File: src/rtl/vscan_pkg.sv
package vscan_pkg;
    parameter int VS_NCH  = 6;
    parameter int VS_RESW = 10;
    parameter int VS_THRW = 8;
    localparam int VS_CFGW = 2;
    localparam logic [VS_CFGW-1:0] CFG_OFF = 2'b11;

    typedef enum logic [1:0] {
        SC_IDLE = 2'd0,
        SC_REQ  = 2'd1,
        SC_WAIT = 2'd2
    } scan_st_e;

    typedef struct packed {
        logic over;
        logic under;
    } lim_t;

    function automatic lim_t judge(input logic [VS_THRW-1:0] top,
                                   input logic [VS_THRW-1:0] hi,
                                   input logic [VS_THRW-1:0] lo,
                                   input logic               allow);
        lim_t r;
        r.over  = allow && (top > hi);
        r.under = allow && (top < lo);
        return r;
    endfunction
endpackage

File: src/rtl/vscan_sequencer.sv
module vscan_sequencer
    import vscan_pkg::*;
#(
    parameter int N_CH = VS_NCH,
    parameter int CH_W = (N_CH > 1) ? $clog2(N_CH) : 1
) (
    input  logic            clk,
    input  logic            rst,
    input  logic            soft_reboot,
    input  logic [N_CH-1:0] active,
    input  logic            conv_done,
    output logic            conv_start,
    output logic [CH_W-1:0] conv_ch,
    output logic            cap_en,
    output logic [CH_W-1:0] cap_ch
);
    scan_st_e        st;
    logic [CH_W-1:0] cur;
    logic            nxt_ok;
    logic [CH_W-1:0] nxt_ch;

    function automatic logic [CH_W:0] pick_after(input logic [N_CH-1:0] act,
                                                 input logic [CH_W-1:0] from);
        logic            found;
        logic [CH_W-1:0] sel;
        int              idx;
        found = 1'b0;
        sel   = '0;
        for (int k = 1; k <= N_CH; k++) begin
            idx = (int'(from) + k) % N_CH;
            if (!found && act[idx]) begin
                found = 1'b1;
                sel   = CH_W'(idx);
            end
        end
        return {found, sel};
    endfunction

    always_comb begin
        {nxt_ok, nxt_ch} = pick_after(active, cur);
    end

    always_ff @(posedge clk) begin
        if (rst || soft_reboot) begin
            st  <= SC_IDLE;
            cur <= CH_W'(N_CH - 1);
        end else begin
            case (st)
                SC_IDLE: begin
                    if (nxt_ok) begin
                        cur <= nxt_ch;
                        st  <= SC_REQ;
                    end
                end
                SC_REQ: st <= SC_WAIT;
                SC_WAIT: begin
                    if (conv_done) begin
                        if (nxt_ok) begin
                            cur <= nxt_ch;
                            st  <= SC_REQ;
                        end else begin
                            st <= SC_IDLE;
                        end
                    end
                end
                default: st <= SC_IDLE;
            endcase
        end
    end

    assign conv_start = (st == SC_REQ);
    assign conv_ch    = cur;
    assign cap_en     = (st == SC_WAIT) && conv_done;
    assign cap_ch     = cur;
endmodule

File: config.mk
export PLATFORM = sky130hd
export DESIGN_NAME = vscan_sequencer
export DESIGN_NICKNAME = d
export VERILOG_FILES = /design/src/rtl/vscan_pkg.sv /design/src/rtl/vscan_sequencer.sv
export SDC_FILE = /design/constraint.sdc
export NUM_CORES = 1
export LEC_CHECK = 0
export BUFFER_PORTS_ARGS = -buffer_cell sky130_fd_sc_hd__buf_4
export CAP_MARGIN = 20
export CELL_PAD_IN_SITES_DETAIL_PLACEMENT = 1
export CELL_PAD_IN_SITES_GLOBAL_PLACEMENT = 1
export CORE_MARGIN = 4
export CORE_UTILIZATION = 45
export CTS_CLUSTER_SIZE = 8
export DETAILED_ROUTE_END_ITERATION = 8
export PLACE_DENSITY = 0.91
export SYNTH_ARGS = -nofsm -noshare
export SYNTH_HDL_FRONTEND = slang
export SYNTH_SLANG_ARGS = --single-unit
File: constraint.sdc
create_clock -name clk -period 6.55 [get_ports clk]
set_input_delay 1.31 -clock clk [delete_from_list [all_inputs] [get_ports clk]]
set_output_delay 1.31 -clock clk [all_outputs]
set_load 0.03 [all_outputs]
==> results.tsv, run 1 <==
stage	metric	value	unit
floorplan	start_util	0.488	
drt	m1WireLength	1.34	mm
layout	multi_input_area	918	µm²
setup_path	path_buf_inv	1	
clock_tree	cts_tree	built	
synthesis	yosysWarnings	0	
grt	antenna_found_initial	0	
synthesis	synth_top_area_frac	0.113	
drt	drcViolationCount	0	
sta	finClkSkew	0.00553	ns
clock_tree	cts_setup_buffers	0	
clock_tree	htree_levels	1	
synthesis	synthArstFlopShare	0	
layout	n_antenna_cell	0	
clock_tree	cts_resized	0	
setup_path	crit_slowest_cell	dfxtp_1	
setup_path	worstPathMaxFanout	19	
grt	grt_overflow	0	
setup_path	r2r_cells	12	
floorplan	ioPinCount	18	
clock_tree	hold_buffers	0	
power	max-vdd-ir-drop	0.306	mV
sta	finalSetupTns	0	ns
drt	top_layer	met4	
sta	hold_violations	0	
sta	maxSlewViolCount	0	
layout	fin_cells	178	
setup_path	path_common_cell	ha_1	
sta	worst_slew_margin_rel	0.418	
clock_tree	numCtsBuffers	3	
min_path	min_path_cells	2	
drt	drt-wirelength-per-cell	19.6	µm
sta	tightestPinTransition	0.872	ns
setup_path	end_kind	register	
drt	wirelength	3.48	mm
synthesis	ys_types	60	
placed_design	place_inst	174	
floorplan	die_h	57.7	µm
grt	grtUsageTotal	0.216	
drt	wl_met2	1.87	mm
setup_path	cp.arrival	3.92	ns
synthesis	syn_inst	137	
setup_path	required	6.70	ns
setup_path	crit_chain	inv_1 -> ha_1 -> xnor2_4 -> ha_1 -> nor2b_1 -> a21oi_2 -> a311o_1 -> a211o_1 -> and4b_1 -> o21ai_0 -> o21ai_1 -> a31o_1	
floorplan	die_area	3330	µm²
setup_path	rrSetupSlack	2.78	ns
placed_design	port_buffers	17	
sta	fin_crit_sh	0.575	
drt	drt-initial-drc-count	68	
sta	min_period	3.77	ns
drt	wl_met3	202	µm
power	leakagePower	0.573	nW
synthesis	synth_nets	157	
setup_path	critPathKind	register to register	
synthesis	synthTopCellsByArea	ha_1, dfxtp_1, mux2i_1	
synthesis	synthesis.area	1110	µm²
synthesis	synth_common_cells	ha_1, inv_1, nor2_1, nand2_1	
floorplan	die_w	57.7	µm
power	power_density	558	nW/µm²
grt	grt_pass1_vias	1227	
layout	fin_nets	171	
floorplan	rows	17	
setup_path	critical_path_depth	12	
floorplan	fp.coreArea	2280	µm²
layout	regArea	100	µm²
clock_tree	cts_sinks	5	
min_path	hold_path_class	register to register	
setup_path	crit_family	compound AO/OA/AOI/OAI gates	
synthesis	syn_area_per_cell	8.11	µm²
clock_tree	cts_root_buf	clkbuf_4	
placed_design	dpl.hpwl	2.81	mm
synthesis	yosysMostFrequentCell	ha_1	
clock_tree	clock_path_buffers	2	
layout	drive_gt1_frac	0.220	
drt	vias	1175	
grt	grt_pass1_wl	5.63	mm
run	cap_viol_max_count	0	
clock_tree	clk_latency	0.26	ns
layout	fillCellCount	299	
clock_tree	clkTransAtPathRegs	0.05	ns
sta	fmax	0.265	GHz
synthesis	ys.flop_type	dfxtp_1	
drt	first_pass_iters	4	
sta	rsz0062_at_grt	false	
synthesis	synth_edf_count	0	
synthesis	synth_top_area_cell	ha_1	
layout	synthToLayoutAreaGrowth	11.7	%
synthesis	ys_seq_elements	5	
drt	viasPerCell	6.60	
synthesis	synth_seq_area_share	0.0901	
sta	final-setup-viol-count	0	
setup_path	critPathLaunchType	register	
drt	ant_nets	0	
run_status	status	finished, final reports clean	
grt	grt_max_degree	20	
placed_design	gp_congestion	0.846	
setup_path	cp_slowest_stage_delay	0.89	ns
-- through the flow --
stage / utilization / power, mW / instance area, µm² / worst slack [ns] / hold slack [ns]
after floorplan: - / 0.523 / 1110 / 3.15 / 0.585
after global placement: 0.534 / 0.605 / 1210 / 3.08 / 0.596
after detailed placement: 0.534 / 0.645 / 1210 / 2.81 / 0.639
after CTS: 0.545 / 0.686 / 1240 / 2.81 / 0.645
after global routing: 0.545 / 0.741 / 1240 / 2.56 / 0.678
final: 0.545 / 0.693 / 1240 / 2.78 / 0.642
-- path summary, 6_finish.rpt --
kind | startpoint | to
max | cap_ch[0]$_SDFFE_PP1P_ | cap_ch[1]$_SDFFE_PP0P_
min | st[0]$_SDFFE_PP0P_ | st[1]$_SDFFE_PP0P_
min reg2reg | st[0]$_SDFFE_PP0P_ | st[1]$_SDFFE_PP0P_
max reg2reg | cap_ch[0]$_SDFFE_PP1P_ | cap_ch[1]$_SDFFE_PP0P_
-- routing by layer --
metal	track usage	up-vias
met5	0	-
met4	0.0960	0
met3	0.0156	7
met2	0.398	38
met1	0.251	582
li1	-	548
-- flip-flops by register name, indices dropped and copies added (netlist names) --
register / flops
cap_ch: 3
st: 2
-- placed cells by master, fill, tap and decap left out, types with 2 or more instances in the layout --
cell / count
and2_1: 3
and3_1: 2
nand2b_1: 3
mux2_2: 4
xnor2_1: 2
o21ai_1: 2
o21ai_0: 3
nor2b_1: 4
a32oi_1: 2
buf_4: 17
nor2_1: 7
a31oi_1: 2
nor4b_1: 2
nand2_1: 6
o211ai_1: 2
mux2i_1: 5
clkbuf_4: 3
a21oi_1: 5
a211o_1: 3
inv_1: 8
nor3_1: 5
nor3b_1: 5
nand3_1: 3
a21oi_2: 2
dfxtp_1: 5
ha_1: 10
a21boi_1: 2
-- where the power goes --
part           total [mW]  internal [mW]  switching (mW)
combinational       0.577          0.241           0.336
sequential         0.0773         0.0386          0.0387
clock              0.0386         0.0232          0.0154
total               0.693          0.303           0.390
-- area by class of cell --
type,instances,share of cell area
repair buffers,17,0.103
clock buffers,4,0.0212
multi-input cells,115,0.740
well taps,28,0.0282
inverters,9,0.0272
flip-flops and latches,5,0.0806
-- logic make-up (layout without fill, tap and decap cells) --
logic type / count (synthesis) / count (layout) / share of synthesized area
fa+ha+maj: 10 / 10 / 0.113
simple gates: 47 / 47 / 0.250
compound gates: 42 / 42 / 0.286
mux: 12 / 12 / 0.129
buf+inv: 17 / 30 / 0.0833
xor+xnor: 4 / 4 / 0.0484
flops: 5 / 5 / 0.0901
-- tightest hold or removal path: stages, from the launching register on --
cell and delay, ns:
dfxtp_1 0.37, nor3b_1 0.07, o21a_1 0.15
(Power assumes the default switching activity.)
==> run 2, diff against run 1 <==
--- a/config.mk
+++ b/config.mk
@@ -10,10 +10,10 @@
 export CELL_PAD_IN_SITES_DETAIL_PLACEMENT = 1
 export CELL_PAD_IN_SITES_GLOBAL_PLACEMENT = 1
 export CORE_MARGIN = 4
-export CORE_UTILIZATION = 45
+export CORE_UTILIZATION = 38
 export CTS_CLUSTER_SIZE = 8
 export DETAILED_ROUTE_END_ITERATION = 8
-export PLACE_DENSITY = 0.91
+export PLACE_DENSITY = 0.82
 export SYNTH_ARGS = -nofsm -noshare
 export SYNTH_HDL_FRONTEND = slang
 export SYNTH_SLANG_ARGS = --single-unit
==> constraint.sdc (replaced) <==
create_clock -name clk -period 3.45 [get_ports clk]
set_input_delay 0.69 -clock clk [delete_from_list [all_inputs] [get_ports clk]]
set_output_delay 0.69 -clock clk [all_outputs]
set_load 0.03 [all_outputs]
==> results.tsv, run 2 (same netlist as run 1, synthesis figures left out) <==
stage	metric	value	unit	change
clock_tree	cts_sinks	5		unchanged
layout	regArea	100	µm²	unchanged
layout	synthToLayoutAreaGrowth	15.3	%	was 11.7%
drt	first_pass_iters	4		unchanged
layout	final_cell_mix	buf_4, ha_1, inv_1		unchanged
drt	drcViolationCount	0		unchanged
power	max-vdd-ir-drop	0.525	mV	was 0.306 mV
layout	final_common_cell	buf_4		unchanged
clock_tree	cts_resized	0		unchanged
placed_design	place_inst	181		was 174
min_path	worstHoldEndpoint	st[1]$_SDFFE_PP0P_		unchanged
setup_path	critPathKind	register to register		unchanged
min_path	holdCritStartpoint	st[0]$_SDFFE_PP0P_		unchanged
layout	fin_nets	175		was 171
sta	final-setup-viol-count	0		unchanged
clock_tree	hold_buffers	0		unchanged
grt	antenna_found_initial	0		unchanged
placed_design	dpl.hpwl	2.76	mm	was 2.81 mm
power	power_density	1060	nW/µm²	was 558 nW/µm²
clock_tree	htree_levels	1		unchanged
grt	grt_overflow	0		unchanged
floorplan	start_util	0.399		was 0.488
drt	ant_nets	0		unchanged
floorplan	rows	19		was 17
drt	drt-initial-drc-count	59		was 68
min_path	min_path_cells	2		unchanged
drt	wirelength	3.40	mm	was 3.48 mm
clock_tree	clkTransAtPathRegs	0.04	ns	was 0.05 ns
drt	vias	1149		was 1,175
floorplan	ioPinCount	18		unchanged
min_path	hold_path_class	register to register		unchanged
setup_path	cp.arrival	3.35	ns	was 3.92 ns
placed_design	port_buffers	17		unchanged
clock_tree	clock_path_buffers	2		unchanged
setup_path	critPathLaunchType	register		unchanged
layout	final_core_util	0.461		was 0.545
setup_path	r2r_cells	13		was 12
grt	grt_max_degree	19		was 20
floorplan	fp.coreArea	2780	µm²	was 2280 µm²
layout	stdcell_area	1280	µm²	was 1240 µm²
sta	finClkSkew	0.00284	ns	was 0.00553 ns
floorplan	die_area	3850	µm²	was 3330 µm²
floorplan	die_w	62.1	µm	was 57.7 µm
sta	fin_crit_sh	0.930		was 0.575
setup_path	worstReg2RegEnd	cap_ch[1]$_SDFFE_PP0P_		unchanged
layout	largest_reg_flops	3		unchanged
drt	viasPerCell	6.21		was 6.60
setup_path	rrSetupSlack	0.24	ns	was 2.78 ns
sta	worst_slew_margin_rel	0.654		was 0.418
run	cap_viol_max_count	0		unchanged
clock_tree	cts_setup_buffers	0		unchanged
floorplan	die_h	62.1	µm	was 57.7 µm
grt	grt_pass1_vias	1171		was 1,227
layout	n_antenna_cell	0		unchanged
clock_tree	numCtsBuffers	3		unchanged
sta	fmax	0.312	GHz	was 0.265 GHz
layout	multi_input_area	925	µm²	was 918 µm²
sta	rsz0062_at_grt	true		was false
setup_path	reg2reg_from	cap_ch[1]$_SDFFE_PP0P_		was cap_ch[0]$_SDFFE_PP1P_
sta	hold_violations	0		unchanged
setup_path	end_kind	register		unchanged
run_status	status	finished, final reports clean		unchanged
power	leakagePower	0.596	nW	was 0.573 nW
placed_design	place_area	1250	µm²	was 1210 µm²
grt	grtUsageTotal	0.194		was 0.216
sta	whs	0.633	ns	was 0.642 ns
layout	fillCellCount	351		was 299
clock_tree	clk_latency	0.25	ns	was 0.26 ns
sta	maxSlewViolCount	0		unchanged
setup_path	worstPathMaxFanout	8		was 19
setup_path	required	3.59	ns	was 6.70 ns
sta	tightestPinTransition	0.515	ns	was 0.872 ns
placed_design	gp_congestion	0.840		was 0.846
drt	drt-wirelength-per-cell	18.4	µm	was 19.6 µm
layout	drive_gt1_frac	0.240		was 0.220
clock_tree	cts_tree	built		unchanged
layout	fin_cells	185		was 178
clock_tree	cts_root_buf	clkbuf_4		unchanged
sta	min_period	3.21	ns	was 3.77 ns
grt	grt_pass1_wl	5.46	mm	was 5.63 mm
power	power	1.36	mW	was 693 µW
## run 2: changes by cell type in the layout (fill, tap and decap cells not counted), sizes merged
| cell | before | now |
|---|---|---|
| buf | 17 | 21 |
## run 2: routing by layer
layer	global-route usage	share of wire	routed length, µm	vias up
li1	-	-	-	555
met1	0.247	0.45	1520	562
met2	0.346	0.51	1740	25
met3	0.0331	0.024	80	7
met4	0.0273	0.017	59	0
met5	0	0	0	-
## run 2: layout make-up
| type | instances | area share |
|---|---|---|
| multi-input cells | 115 | 0.722 |
| repair buffers | 21 | 0.123 |
| flip-flops and latches | 5 | 0.0781 |
| well taps | 31 | 0.0303 |
| inverters | 9 | 0.0264 |
| clock buffers | 4 | 0.0205 |
## run 2: worst max path at each step
stage / start / end / slack, ns / depth (start not counted)
after floorplan: cap_ch[0]$_SDFFE_PP1P_ / cap_ch[1]$_SDFFE_PP0P_ / 0.08 / 13
after global placement: cap_ch[1]$_SDFFE_PP0P_ / cap_ch[1]$_SDFFE_PP0P_ / 0.42 / 13
after detailed placement: cap_ch[1]$_SDFFE_PP0P_ / cap_ch[1]$_SDFFE_PP0P_ / 0.28 / 13
after CTS: cap_ch[1]$_SDFFE_PP0P_ / cap_ch[1]$_SDFFE_PP0P_ / 0.27 / 13
after global routing: cap_ch[1]$_SDFFE_PP0P_ / cap_ch[1]$_SDFFE_PP0P_ / -0.03 / 13
final: cap_ch[1]$_SDFFE_PP0P_ / cap_ch[1]$_SDFFE_PP0P_ / 0.24 / 13
## run 2: power breakdown
part           switching [mW]  internal (mW)  total [mW]
registers              0.0141         0.0735      0.0876
logic                   0.728          0.477        1.21
clock network          0.0258         0.0438      0.0696
total                   0.768          0.594        1.36
## run 2: stage by stage
stage | setup TNS [ns] | worst slack [ns]
3_5_place_dp | 0 | 0.283
5_1_grt | -0.0263 | -0.0263
3_3_place_gp | 0 | 0.418
6_report | 0 | 0.241
2_1_floorplan | 0 | 0.0771
4_1_cts | 0 | 0.267
## run 2: critical path, cell delays in order (launching register included)
cell and delay [ns]:
dfxtp_1 0.32, inv_1 0.08, ha_1 0.30, a21oi_2 0.28, inv_1 0.13, ha_1 0.31
nor2b_1 0.25, a21oi_2 0.09, a311o_1 0.36, a211o_1 0.35, and4b_1 0.20, o21ai_0 0.09
o21ai_1 0.12, a31o_1 0.23
==> run 3, diff against run 2 <==
--- a/config.mk
+++ b/config.mk
@@ -9,6 +9,7 @@
 export CAP_MARGIN = 20
 export CELL_PAD_IN_SITES_DETAIL_PLACEMENT = 1
 export CELL_PAD_IN_SITES_GLOBAL_PLACEMENT = 1
+export CORE_ASPECT_RATIO = 0.8
 export CORE_MARGIN = 4
 export CORE_UTILIZATION = 38
 export CTS_CLUSTER_SIZE = 8
==> results.tsv, run 3 (same netlist as run 1, synthesis figures left out) <==
stage	metric	value	unit	change
placed_design	gp_congestion	0.843		was 0.840
floorplan	die_w	68.5	µm	was 62.1 µm
clock_tree	clkTransAtPathRegs	0.04	ns	about the same
min_path	hold_path_class	register to register		unchanged
floorplan	die_area	3860	µm²	was 3850 µm²
drt	wirelength	3.68	mm	was 3.40 mm
setup_path	critPathLaunchType	register		unchanged
min_path	worstHoldEndpoint	st[1]$_SDFFE_PP0P_		unchanged
min_path	min_path_cells	2		unchanged
power	max-vdd-ir-drop	0.395	mV	was 0.525 mV
placed_design	preCtsSetupSlack	0.207	ns	was 0.283 ns
setup_path	reg2reg_from	cap_ch[1]$_SDFFE_PP0P_		unchanged
floorplan	fp.coreArea	2790	µm²	was 2780 µm²
placed_design	dpl.hpwl	2.69	mm	was 2.76 mm
layout	final_cell_mix	buf_4, ha_1, inv_1		unchanged
setup_path	worstReg2RegEnd	cap_ch[0]$_SDFFE_PP1P_		was cap_ch[1]$_SDFFE_PP0P_
clock_tree	htree_levels	1		unchanged
setup_path	cp.arrival	3.41	ns	was 3.35 ns
grt	grt_max_degree	15		was 19
layout	final_common_cell	buf_4		unchanged
power	power_switching	804	µW	was 768 µW
sta	tightestPinTransition	0.573	ns	was 0.515 ns
layout	largest_reg_flops	3		unchanged
floorplan	rows	17		was 19
layout	final_core_util	0.475		was 0.461
grt	grtUsageTotal	0.193		was 0.194
drt	ant_nets	0		unchanged
setup_path	critPathKind	register to register		unchanged
layout	fin_cells	192		was 185
grt	grt_overflow	0		unchanged
clock_tree	numCtsBuffers	3		unchanged
drt	drcViolationCount	0		unchanged
power	p_int	644	µW	was 594 µW
floorplan	ioPinCount	18		unchanged
setup_path	end_kind	register		unchanged
clock_tree	cts_root_buf	clkbuf_8		was clkbuf_4
setup_path	required	3.55	ns	was 3.59 ns
sta	fin_crit_sh	0.959		was 0.930
sta	maxSlewViolCount	0		unchanged
clock_tree	hold_buffers	0		unchanged
layout	drive_gt1_frac	0.247		was 0.240
clock_tree	cts_sinks	5		unchanged
run	cap_viol_max_count	0		unchanged
placed_design	place_inst	188		was 181
run_status	status	finished, final reports clean		unchanged
sta	final-setup-viol-count	0		unchanged
layout	regArea	100	µm²	unchanged
sta	worst_slew_margin_rel	0.615		was 0.654
clock_tree	cts_tree	built		unchanged
sta	min_period	3.31	ns	was 3.21 ns
sta	setup_slack	0.142	ns	was 0.241 ns
sta	hold_violations	0		unchanged
power	p_seq_frac	0.064		about the same
floorplan	die_h	56.4	µm	was 62.1 µm
clock_tree	clk_latency	0.23	ns	was 0.25 ns
floorplan	start_util	0.399		about the same
power	power_density	1090	nW/µm²	was 1060 nW/µm²
sta	finalSetupTns	0	ns	unchanged
drt	drt-wirelength-per-cell	19.2	µm	was 18.4 µm
setup_path	rrSetupSlack	0.14	ns	was 0.24 ns
setup_path	r2r_cells	13		unchanged
min_path	holdCritStartpoint	st[0]$_SDFFE_PP0P_		unchanged
clock_tree	clock_path_buffers	2		unchanged
drt	first_pass_iters	4		unchanged
grt	antenna_found_initial	0		unchanged
layout	fillCellCount	351		unchanged
sta	fmax	0.302	GHz	was 0.312 GHz
power	pwr-share-comb	0.856		was 0.885
layout	synthToLayoutAreaGrowth	19.1	%	was 15.3%
sta	finClkSkew	0.00362	ns	was 0.00284 ns
layout	n_antenna_cell	0		unchanged
power	p_sw_frac	0.555		was 0.564
power	p_clk_frac	0.080		was 0.051
layout	fin_nets	175		unchanged
placed_design	port_buffers	17		unchanged
grt	grt_pass1_wl	5.66	mm	was 5.46 mm
layout	multi_input_area	940	µm²	was 925 µm²
setup_path	worstPathMaxFanout	8		unchanged
drt	vias	1147		was 1,149
power	leakagePower	0.606	nW	was 0.596 nW
drt	viasPerCell	5.97		was 6.21
grt	grt_pass1_vias	1183		was 1,171
drt	drt-initial-drc-count	39		was 59
run 3: cell counts in the layout (fill, tap and decap cells not counted):
No cell type changed its count.
run 3: how the worst max path moves through the flow:
stage                           startpoint                endpoint  slack, ns  cells past startpoint
floorplan           cap_ch[0]$_SDFFE_PP1P_  cap_ch[1]$_SDFFE_PP0P_       0.08                     13
global placement    cap_ch[2]$_SDFFE_PP1P_  cap_ch[1]$_SDFFE_PP0P_       0.37                     13
detailed placement  cap_ch[1]$_SDFFE_PP0P_  cap_ch[1]$_SDFFE_PP0P_       0.21                     13
CTS                 cap_ch[1]$_SDFFE_PP0P_  cap_ch[0]$_SDFFE_PP1P_       0.11                     13
global route        cap_ch[2]$_SDFFE_PP1P_  cap_ch[0]$_SDFFE_PP1P_      -0.05                     13
finish              cap_ch[1]$_SDFFE_PP0P_  cap_ch[0]$_SDFFE_PP1P_       0.14                     13
run 3: routing by layer:
metal  global-route usage  part of all wire  up-vias
met1                0.259              0.45      544
met5                    0                 0        -
met3               0.0260             0.049        8
met2                0.301              0.47       40
li1                     -                 -      555
met4               0.0850             0.024        0
run 3: final cells by class:
type                            count  area share
Clock buffer                        4      0.0340
Inverter                            9      0.0255
Multi-Input combinational cell    115       0.710
Timing Repair Buffer               21       0.119
Sequential cell                     5      0.0756
Tap cell                           38      0.0359
run 3: repair_timing:
action                     CTS  global route
setup buffers                0             0
gates resized for setup      0             4
setup endpoints to repair    0             4
run 3: power groups by stage:
stage	combinational (mW)	clock [mW]	sequential, mW
global placement	1.10	0	0.0923
finish	1.24	0.116	0.0929
detailed placement	1.14	0	0.0936
floorplan	0.867	0	0.125
global route	1.33	0.120	0.0969
CTS	1.15	0.119	0.0929
run 3: metrics by stage:
| stage | hold slack, ns | total power [mW] | cell area (µm²) |
|---|---|---|---|
| after global routing | 0.666 | 1.55 | 1320 |
| after floorplan | 0.585 | 0.992 | 1110 |
| final | 0.625 | 1.45 | 1320 |
| after detailed placement | 0.627 | 1.24 | 1260 |
| after global placement | 0.602 | 1.19 | 1260 |
| after CTS | 0.632 | 1.37 | 1300 |
run 3: worst max-delay path, stage by stage, from the launching register on:
cell	delay [ns]
dfxtp_1	0.33
inv_1	0.08
ha_1	0.36
a21oi_4	0.27
inv_1	0.11
ha_1	0.31
nor2b_1	0.27
a21oi_2	0.09
a311o_1	0.37
a211o_1	0.35
nand3_2	0.15
nor3_4	0.08
nor4_1	0.30
o21ai_1	0.10
